## src/rtl/atm_tx_pkg.sv

```systemverilog
package atm_tx_pkg;
  localparam int BYTE_W   = 8;
  localparam int CELL_LEN = 53;
  localparam int HDR_LEN  = 4;
  localparam int POS_W    = $clog2(CELL_LEN);
  localparam int SCR_W    = 43;

  localparam logic [BYTE_W-1:0] HEC_POLY  = 8'h07;
  localparam logic [BYTE_W-1:0] COSET_VAL = 8'h55;
  localparam logic [BYTE_W-1:0] CTL_RST   = 8'h72;
  localparam logic [BYTE_W-1:0] CTL_ADDR  = 8'h60;
  localparam logic [BYTE_W-1:0] MASK_ADDR = 8'h62;

  localparam int BIT_SCR   = 7;
  localparam int BIT_COSET = 6;
  localparam int BIT_INS   = 5;

  typedef struct packed {
    logic [SCR_W-1:0]  st;
    logic [BYTE_W-1:0] q;
  } scr_res_t;

  function automatic logic [BYTE_W-1:0] crc8_step(logic [BYTE_W-1:0] c_in,
                                                  logic [BYTE_W-1:0] d);
    logic [BYTE_W-1:0] c;
    logic fb;
    c = c_in;
    for (int i = BYTE_W-1; i >= 0; i--) begin
      fb = c[BYTE_W-1] ^ d[i];
      c  = {c[BYTE_W-2:0], 1'b0} ^ (fb ? HEC_POLY : '0);
    end
    return c;
  endfunction

  // self-synchronizing: out = in ^ out delayed by SCR_W bits
  function automatic scr_res_t scr_step(logic [SCR_W-1:0] st_in,
                                        logic [BYTE_W-1:0] d);
    scr_res_t r;
    logic o;
    r.st = st_in;
    r.q  = '0;
    for (int i = BYTE_W-1; i >= 0; i--) begin
      o      = d[i] ^ r.st[SCR_W-1];
      r.q[i] = o;
      r.st   = {r.st[SCR_W-2:0], o};
    end
    return r;
  endfunction
endpackage

```

## src/rtl/atm_tx_regs.sv

```systemverilog
module atm_tx_regs
  import atm_tx_pkg::*;
#(
  parameter int AW = 8
) (
  input  logic              clk_i,
  input  logic              rst_ni,
  input  logic              we_i,
  input  logic [AW-1:0]     addr_i,
  input  logic [BYTE_W-1:0] wdata_i,
  output logic [BYTE_W-1:0] rdata_o,
  output logic [BYTE_W-1:0] ctl_o,
  output logic [BYTE_W-1:0] mask_o
);
  logic [BYTE_W-1:1] ctl_q;
  logic [BYTE_W-1:0] mask_q;

  always_ff @(posedge clk_i or negedge rst_ni) begin
    if (!rst_ni) begin
      ctl_q  <= CTL_RST[BYTE_W-1:1];
      mask_q <= '0;
    end else if (we_i) begin
      if (addr_i == AW'(CTL_ADDR))  ctl_q  <= wdata_i[BYTE_W-1:1];
      if (addr_i == AW'(MASK_ADDR)) mask_q <= wdata_i;
    end
  end

  assign ctl_o  = {ctl_q, 1'b0};
  assign mask_o = mask_q;

  always_comb begin
    if (addr_i == AW'(CTL_ADDR))       rdata_o = {ctl_q, 1'b0};
    else if (addr_i == AW'(MASK_ADDR)) rdata_o = mask_q;
    else                               rdata_o = '0;
  end
endmodule

```

## src/rtl/atm_tx_hec.sv

```systemverilog
module atm_tx_hec
  import atm_tx_pkg::*;
(
  input  logic              clk_i,
  input  logic              rst_ni,
  input  logic [POS_W-1:0]  pos_i,
  input  logic [BYTE_W-1:0] data_i,
  output logic [BYTE_W-1:0] crc_o
);
  logic [BYTE_W-1:0] crc_q;

  always_ff @(posedge clk_i or negedge rst_ni) begin
    if (!rst_ni)
      crc_q <= '0;
    else if (pos_i < POS_W'(HDR_LEN))
      crc_q <= crc8_step((pos_i == '0) ? '0 : crc_q, data_i);
  end

  assign crc_o = crc_q;
endmodule

```

## src/rtl/atm_tx_scr.sv

```systemverilog
module atm_tx_scr
  import atm_tx_pkg::*;
(
  input  logic              clk_i,
  input  logic              rst_ni,
  input  logic              upd_i,
  input  logic [BYTE_W-1:0] data_i,
  output logic [BYTE_W-1:0] data_o,
  output logic [SCR_W-1:0]  state_o
);
  logic [SCR_W-1:0] st_q;
  scr_res_t         res;

  assign res = scr_step(st_q, data_i);

  always_ff @(posedge clk_i or negedge rst_ni) begin
    if (!rst_ni)    st_q <= '0;
    else if (upd_i) st_q <= res.st;
  end

  assign data_o  = res.q;
  assign state_o = st_q;
endmodule

```

## src/rtl/atm_tx_cell_proc.sv

```systemverilog
module atm_tx_cell_proc
  import atm_tx_pkg::*;
#(
  parameter int AW = 8
) (
  input  logic              clk_i,
  input  logic              rst_ni,
  input  logic [BYTE_W-1:0] data_i,
  input  logic              soc_i,
  output logic [BYTE_W-1:0] data_o,
  output logic              soc_o,
  input  logic              reg_we_i,
  input  logic [AW-1:0]     reg_addr_i,
  input  logic [BYTE_W-1:0] reg_wdata_i,
  output logic [BYTE_W-1:0] reg_rdata_o
);
  logic [POS_W-1:0]  cnt_q, pos;
  logic [BYTE_W-1:0] ctl_q, mask_q, ctl_act, mask_act;
  logic [BYTE_W-1:0] crc, hec_fin, scr_data, out_d;
  logic [SCR_W-1:0]  scr_st;
  logic              ins_act, cos_act, scr_act, scr_upd;

  assign pos = soc_i ? '0 : cnt_q;

  always_ff @(posedge clk_i or negedge rst_ni) begin
    if (!rst_ni)
      cnt_q <= '0;
    else
      cnt_q <= (pos == POS_W'(CELL_LEN-1)) ? '0 : pos + 1'b1;
  end

  atm_tx_regs #(.AW(AW)) u_regs (
    .clk_i  (clk_i),
    .rst_ni (rst_ni),
    .we_i   (reg_we_i),
    .addr_i (reg_addr_i),
    .wdata_i(reg_wdata_i),
    .rdata_o(reg_rdata_o),
    .ctl_o  (ctl_q),
    .mask_o (mask_q)
  );

  // settings latched once per cell, at octet 1
  always_ff @(posedge clk_i or negedge rst_ni) begin
    if (!rst_ni) begin
      ctl_act  <= CTL_RST;
      mask_act <= '0;
    end else if (pos == '0) begin
      ctl_act  <= ctl_q;
      mask_act <= mask_q;
    end
  end

  assign ins_act = ctl_act[BIT_INS];
  assign cos_act = ctl_act[BIT_COSET];
  assign scr_act = ctl_act[BIT_SCR];

  atm_tx_hec u_hec (
    .clk_i (clk_i),
    .rst_ni(rst_ni),
    .pos_i (pos),
    .data_i(data_i),
    .crc_o (crc)
  );

  assign scr_upd = scr_act && (pos > POS_W'(HDR_LEN));

  atm_tx_scr u_scr (
    .clk_i  (clk_i),
    .rst_ni (rst_ni),
    .upd_i  (scr_upd),
    .data_i (data_i),
    .data_o (scr_data),
    .state_o(scr_st)
  );

  assign hec_fin = crc ^ (cos_act ? COSET_VAL : '0) ^ mask_act;

  always_comb begin
    if (pos == POS_W'(HDR_LEN) && ins_act) out_d = hec_fin;
    else if (scr_upd)                      out_d = scr_data;
    else                                   out_d = data_i;
  end

  always_ff @(posedge clk_i or negedge rst_ni) begin
    if (!rst_ni) begin
      data_o <= '0;
      soc_o  <= 1'b0;
    end else begin
      data_o <= out_d;
      soc_o  <= soc_i;
    end
  end
endmodule

```

## config.mk

```make
export PLATFORM = sky130hd
export DESIGN_NAME = atm_tx_cell_proc
export DESIGN_NICKNAME = d
export VERILOG_FILES = /design/src/rtl/atm_tx_pkg.sv /design/src/rtl/atm_tx_regs.sv /design/src/rtl/atm_tx_hec.sv /design/src/rtl/atm_tx_scr.sv /design/src/rtl/atm_tx_cell_proc.sv
export SDC_FILE = /design/constraint.sdc
export NUM_CORES = 1
export LEC_CHECK = 0
export ABC_AREA = 1
export BUFFER_PORTS_ARGS = -buffer_cell sky130_fd_sc_hd__buf_2
export CAP_MARGIN = 10
export CELL_PAD_IN_SITES_DETAIL_PLACEMENT = 0
export CELL_PAD_IN_SITES_GLOBAL_PLACEMENT = 1
export CORE_MARGIN = 2
export CORE_UTILIZATION = 40
export DETAILED_ROUTE_END_ITERATION = 12
export PLACE_DENSITY = 0.82
export SYNTH_ARGS = -nofsm -noshare
export SYNTH_HDL_FRONTEND = slang
export SYNTH_SLANG_ARGS = --single-unit
```

## constraint.sdc

```tcl
create_clock -name clk_i -period 1.81 [get_ports clk_i]
set_clock_uncertainty 0.05 [all_clocks]
set_input_delay 0.181 -clock clk_i [delete_from_list [all_inputs] [get_ports clk_i]]
set_output_delay 0.181 -clock clk_i [all_outputs]
set_load 0.01 [all_outputs]
```

==> results_tabular.tex <==
\begin{tabular}{lr}
\hline
Metric & Value \\
\hline
\multicolumn{2}{l}{\textbf{Critical path}} \\
\quad Ordered list of cells on the worst path & o21ai\_4, buf\_4, buf\_4, nand2\_4, inv\_2, nor3\_4, buf\_12, buf\_12, nand2\_1, buf\_4, o21ai\_0 \\
\quad Critical Path Start Type & flop \\
\quad Arrival time of data at the critical path endpoint & 2.12 ns \\
\quad Critical-path cell with the highest stage delay & dfrtp\_1 \\
\quad Largest fanout on the critical path & 14 \\
\quad Most Frequent Cell on Critical Path & buf\_4 \\
\quad Worst stage delay on the critical path & 0.42 ns \\
\quad Critical Path End Type & flop \\
\quad Crit path required time & 2.01 ns \\
\quad Kind of critical path & flop to flop \\
\multicolumn{2}{l}{\textbf{Power and ir drop}} \\
\quad P\_leak & 2.872 nW \\
\quad Maximum VDD drop & 0.4122 mV \\
\quad PD cells & 995.9 nW/um\^{}2 \\
\multicolumn{2}{l}{\textbf{Timing}} \\
\quad Time the final worst path needs with I/O delays and setup & 1.919 ns \\
\quad Total count of max-transition violations in the final report & 0 \\
\quad Final critical-path setup slack & -0.1090 ns \\
\quad Final period utilization & 106.0\% \\
\quad Setup\_tns & -3.031 ns \\
\quad Setup-failing EPs final & 50 \\
\quad Peak clock frequency supported by timing & 0.5211 GHz \\
\quad Relative slew margins & 67.82\% \\
\quad Actual transition at the worst max-transition pin & 0.4816 ns \\
\quad Unrepaired setup endpoints after global routing & yes \\
\quad Final count of hold timing violations & 0 \\
\multicolumn{2}{l}{\textbf{Route}} \\
\quad Initial drt markers & 229 \\
\quad Per-cell routed wire length & 13.90 um \\
\quad WL final & 10280 um \\
\quad Vias after detailed routing & 3565 \\
\quad Number of remaining DRC errors & 0 \\
\quad Count of TritonRoute iterations in the first routing pass & 4 \\
\quad Post-detailed-route count of antenna-violating nets & 0 \\
\quad DR vias/cell & 4.818 \\
\multicolumn{2}{l}{\textbf{Logic synthesis}} \\
\quad Top flip-flop cell by instance count after synthesis & dfrtp\_1 \\
\quad Mapped Area & 4332 um\^{}2 \\
\quad Synthesized net count & 530 \\
\quad Register bit count reported by yosys & 92 \\
\quad Async set-reset flop share out of synthesis & 100.0\% \\
\quad Count of flip-flops with a built-in enable after synthesis & 0 \\
\quad Cell types with the largest area share after synthesis & dfrtp\_1 50\%, nand2\_1 18\%, dfstp\_2 3.6\% \\
\quad Yosys cell types & 34 \\
\quad Count of yosys warnings during synthesis & 0 \\
\quad Area share of the largest cell type after synthesis & 49.68\% \\
\quad Mean Syn Cell Area & 8.663 um\^{}2 \\
\quad Post-synthesis instance total & 500 \\
\quad Post-synthesis cell type with the largest combined area & dfrtp\_1 \\
\quad Fraction of the yosys area taken by sequential cells & 53.32\% \\
\multicolumn{2}{l}{\textbf{Global route}} \\
\quad Met3 Usage GRT & 4.280\% \\
\quad Global routing usage on met2 & 27.81\% \\
\quad First-pass GRT wire length & 16820 um \\
\quad Vias in the first global route & 3457 \\
\quad Remaining global-route overflow & 0 \\
\quad Largest net degree at the start of global routing & 31 \\
\quad Global Route Usage Sum & 18.66\% \\
\quad GRT Max-Usage Layer & met2 \\
\quad GR Util met1 & 26.51\% \\
\quad Initial antenna violation count & 0 \\
\multicolumn{2}{l}{\textbf{Clocking}} \\
\quad CTS tree & done \\
\quad Sinks on Clock Net & 92 \\
\quad Buffer cell driving the clock tree root & clkbuf\_8 \\
\quad Insertion delay of the later-clocked pin in the worst-skew pair & 0.37 ns \\
\quad Htree depth & 3 \\
\quad Number of buffers added by the clock tree synthesis step & 9 \\
\quad Clk buf depth & 2 \\
\quad Clock-pin slew on the worst setup and hold paths & 0.10 ns \\
\multicolumn{2}{l}{\textbf{Placement}} \\
\quad Minimum setup slack after placement & -0.1539 ns \\
\quad Routability Congestion & 0.8350 \\
\quad Placed Area & 4975 um\^{}2 \\
\quad Port bufs & 44 \\
\quad Detailed-placement wirelength estimate & 6791 um \\
\multicolumn{2}{l}{\textbf{Layout}} \\
\quad Final core utilization & 53.75\% \\
\quad Area added between synthesis and finish & 29.26\% \\
\quad Post-layout instance area & 5599 um\^{}2 \\
\quad Number of nets in the finished design & 629 \\
\quad Layout filler cell count & 946 \\
\quad Antenna cells & 0 \\
\quad Fraction of final layout cells with drive strength greater than 1 & 27.32\% \\
\multicolumn{2}{l}{\textbf{Run status}} \\
\quad Run status & complete, but fails checks \\
\quad Violations in the final reports & setup timing \\
\multicolumn{2}{l}{\textbf{Floorplan}} \\
\quad Effective utilization at floorplan & 41.59\% \\
\quad Area of the die & 11680 um\^{}2 \\
\quad CORE AREA & 10420 um\^{}2 \\
\quad IO Pins & 45 \\
\quad Die width & 108.1 um \\
\quad Placement Rows & 37 \\
\quad Die boundary height & 108.1 um \\
\multicolumn{2}{l}{\textbf{Worst hold path}} \\
\quad Hold WC Path Type & input port to flop \\
\multicolumn{2}{l}{\textbf{Job}} \\
\quad Number of maximum-capacitance constraint violations & 0 \\
\hline
\end{tabular}
-- synth_stat cells (4+ instances only) --
master,instances
dfstp_2,6
nand2_2,4
a21oi_1,9
inv_1,38
buf_2,12
a22o_1,7
dfrtp_1,86
xor2_1,13
a22oi_1,4
o21ai_1,10
nand3_1,17
inv_2,4
o21ai_0,31
xnor2_1,11
nand2_1,203
nor2_1,13
nor3_1,5
-- metal layers --
metal	up-vias	wire length, um
li1	1789	-
met5	-	0
met1	1690	4935
met4	0	203
met3	16	471
met2	70	4671
-- cell type report --
cell class,instances,area (um^2),share of cell area [%]
Sequential cell,92,2311,41.27
Multi-Input combinational cell,351,1947,34.77
Timing Repair Buffer,101,790.8,14.12
Inverter,43,172.7,3.084
Tap cell,136,170.2,3.039
Clock buffer,11,141.4,2.525
Clock inverter,5,58.81,1.050
Timing Repair inverter,1,7.507,0.1341
-- critical path, delay by kind of cell, from the launching register on --
family	cells	cell delay, ns
buffers and inverters	6	0.75
DFF	1	0.42
AOI/OAI and AO/OA	2	0.38
and+or+nand+nor	3	0.20
-- cell usage in the layout (no fill, tap or decap), types with 5 or more instances in the layout --
master	netlist	final
nand2_1	203	191
buf_2	12	43
inv_2	4	5
xnor2_1	11	10
nand3_1	17	13
dfrtp_1	86	85
dlygate4sd3_1	0	7
o21ai_1	10	13
dfstp_2	6	6
xor2_1	13	12
clkbuf_8	0	10
inv_1	38	35
a22o_1	7	7
nand2_2	4	14
nor3_1	5	5
buf_4	0	40
nor2_1	13	10
a21oi_1	9	8
o21ai_0	31	28
-- power by group --
part	internal, W	total [W]	leakage, nW	switching (W)
clock	0.000680	0.00144	0.0959	0.000761
sequential	0.00235	0.00261	1.17	0.000254
combinational	0.000676	0.00153	1.61	0.000853
-- through the flow --
step	cells	hold slack [ns]	total power, W
after global routing	740	0.03620	0.005908
final	740	0.02278	0.005576
after floorplan	500	-0.1646	0.003473
after detailed placement	703	0.07054	0.003909
after CTS	734	0.01162	0.005412
after global placement	703	0.06960	0.003865
-- cell families (layout without fill, tap and decap cells) --
| kind of cell | after synthesis | in the layout | synth area share [%] |
|---|---|---|---|
| AND/OR/NAND/NOR | 251 | 253 | 23.92 |
| XOR/XNOR | 29 | 29 | 7.250 |
| adder cells (fa/ha/maj) | 2 | 2 | 0.5776 |
| flip-flops | 92 | 92 | 53.32 |
| AO/OA/AOI/OAI | 67 | 67 | 9.301 |
| buffers and inverters | 59 | 161 | 5.632 |
-- worst paths after layout --
| path | startpoint | end | slack, ns | depth (start not counted) |
|---|---|---|---|---|
| hold reg to reg | u_regs.ctl_q[6]$_DFFE_PN1P_ | ctl_act[6]$_DFFE_PN1P_ | 0.42 | 2 |
| min in group asynchronous | rst_ni | mask_act[5]$_DFFE_PN0P_ | 0.20 | 2 |
| hold / removal | reg_wdata_i[3] | u_regs.mask_o[3]$_DFFE_PN0P_ | 0.02 | 3 |
| setup / recovery | cnt_q[4]$_DFF_PN0_ | u_scr.state_o[0]$_DFFE_PN0P_ | -0.11 | 11 |
| max in group asynchronous | rst_ni | u_regs.ctl_q[6]$_DFFE_PN1P_ | 0.91 | 3 |
| setup reg to reg | cnt_q[4]$_DFF_PN0_ | u_scr.state_o[0]$_DFFE_PN0P_ | -0.11 | 11 |
-- sequential cells by signal, indices dropped and copies added, names as in the netlist --
name and flops:
mask_act 8, cnt_q 6, ctl_act 3, soc_o 1, u_regs.mask_o 8, data_o 8
u_regs.ctl_q 7, u_scr.state_o 43, u_hec.crc_o 8
-- timing repair --
item                                    in CTS  in global routing
endpoints found under the setup margin      46                 55
hold buffers                                 7                  0
cloned                                       4                  1
hold endpoints to repair                    58                  0
resized for setup                           16                 32
buffers inserted                             5                  5
pin swaps                                    7                 20
(Power assumes the default switching activity.)
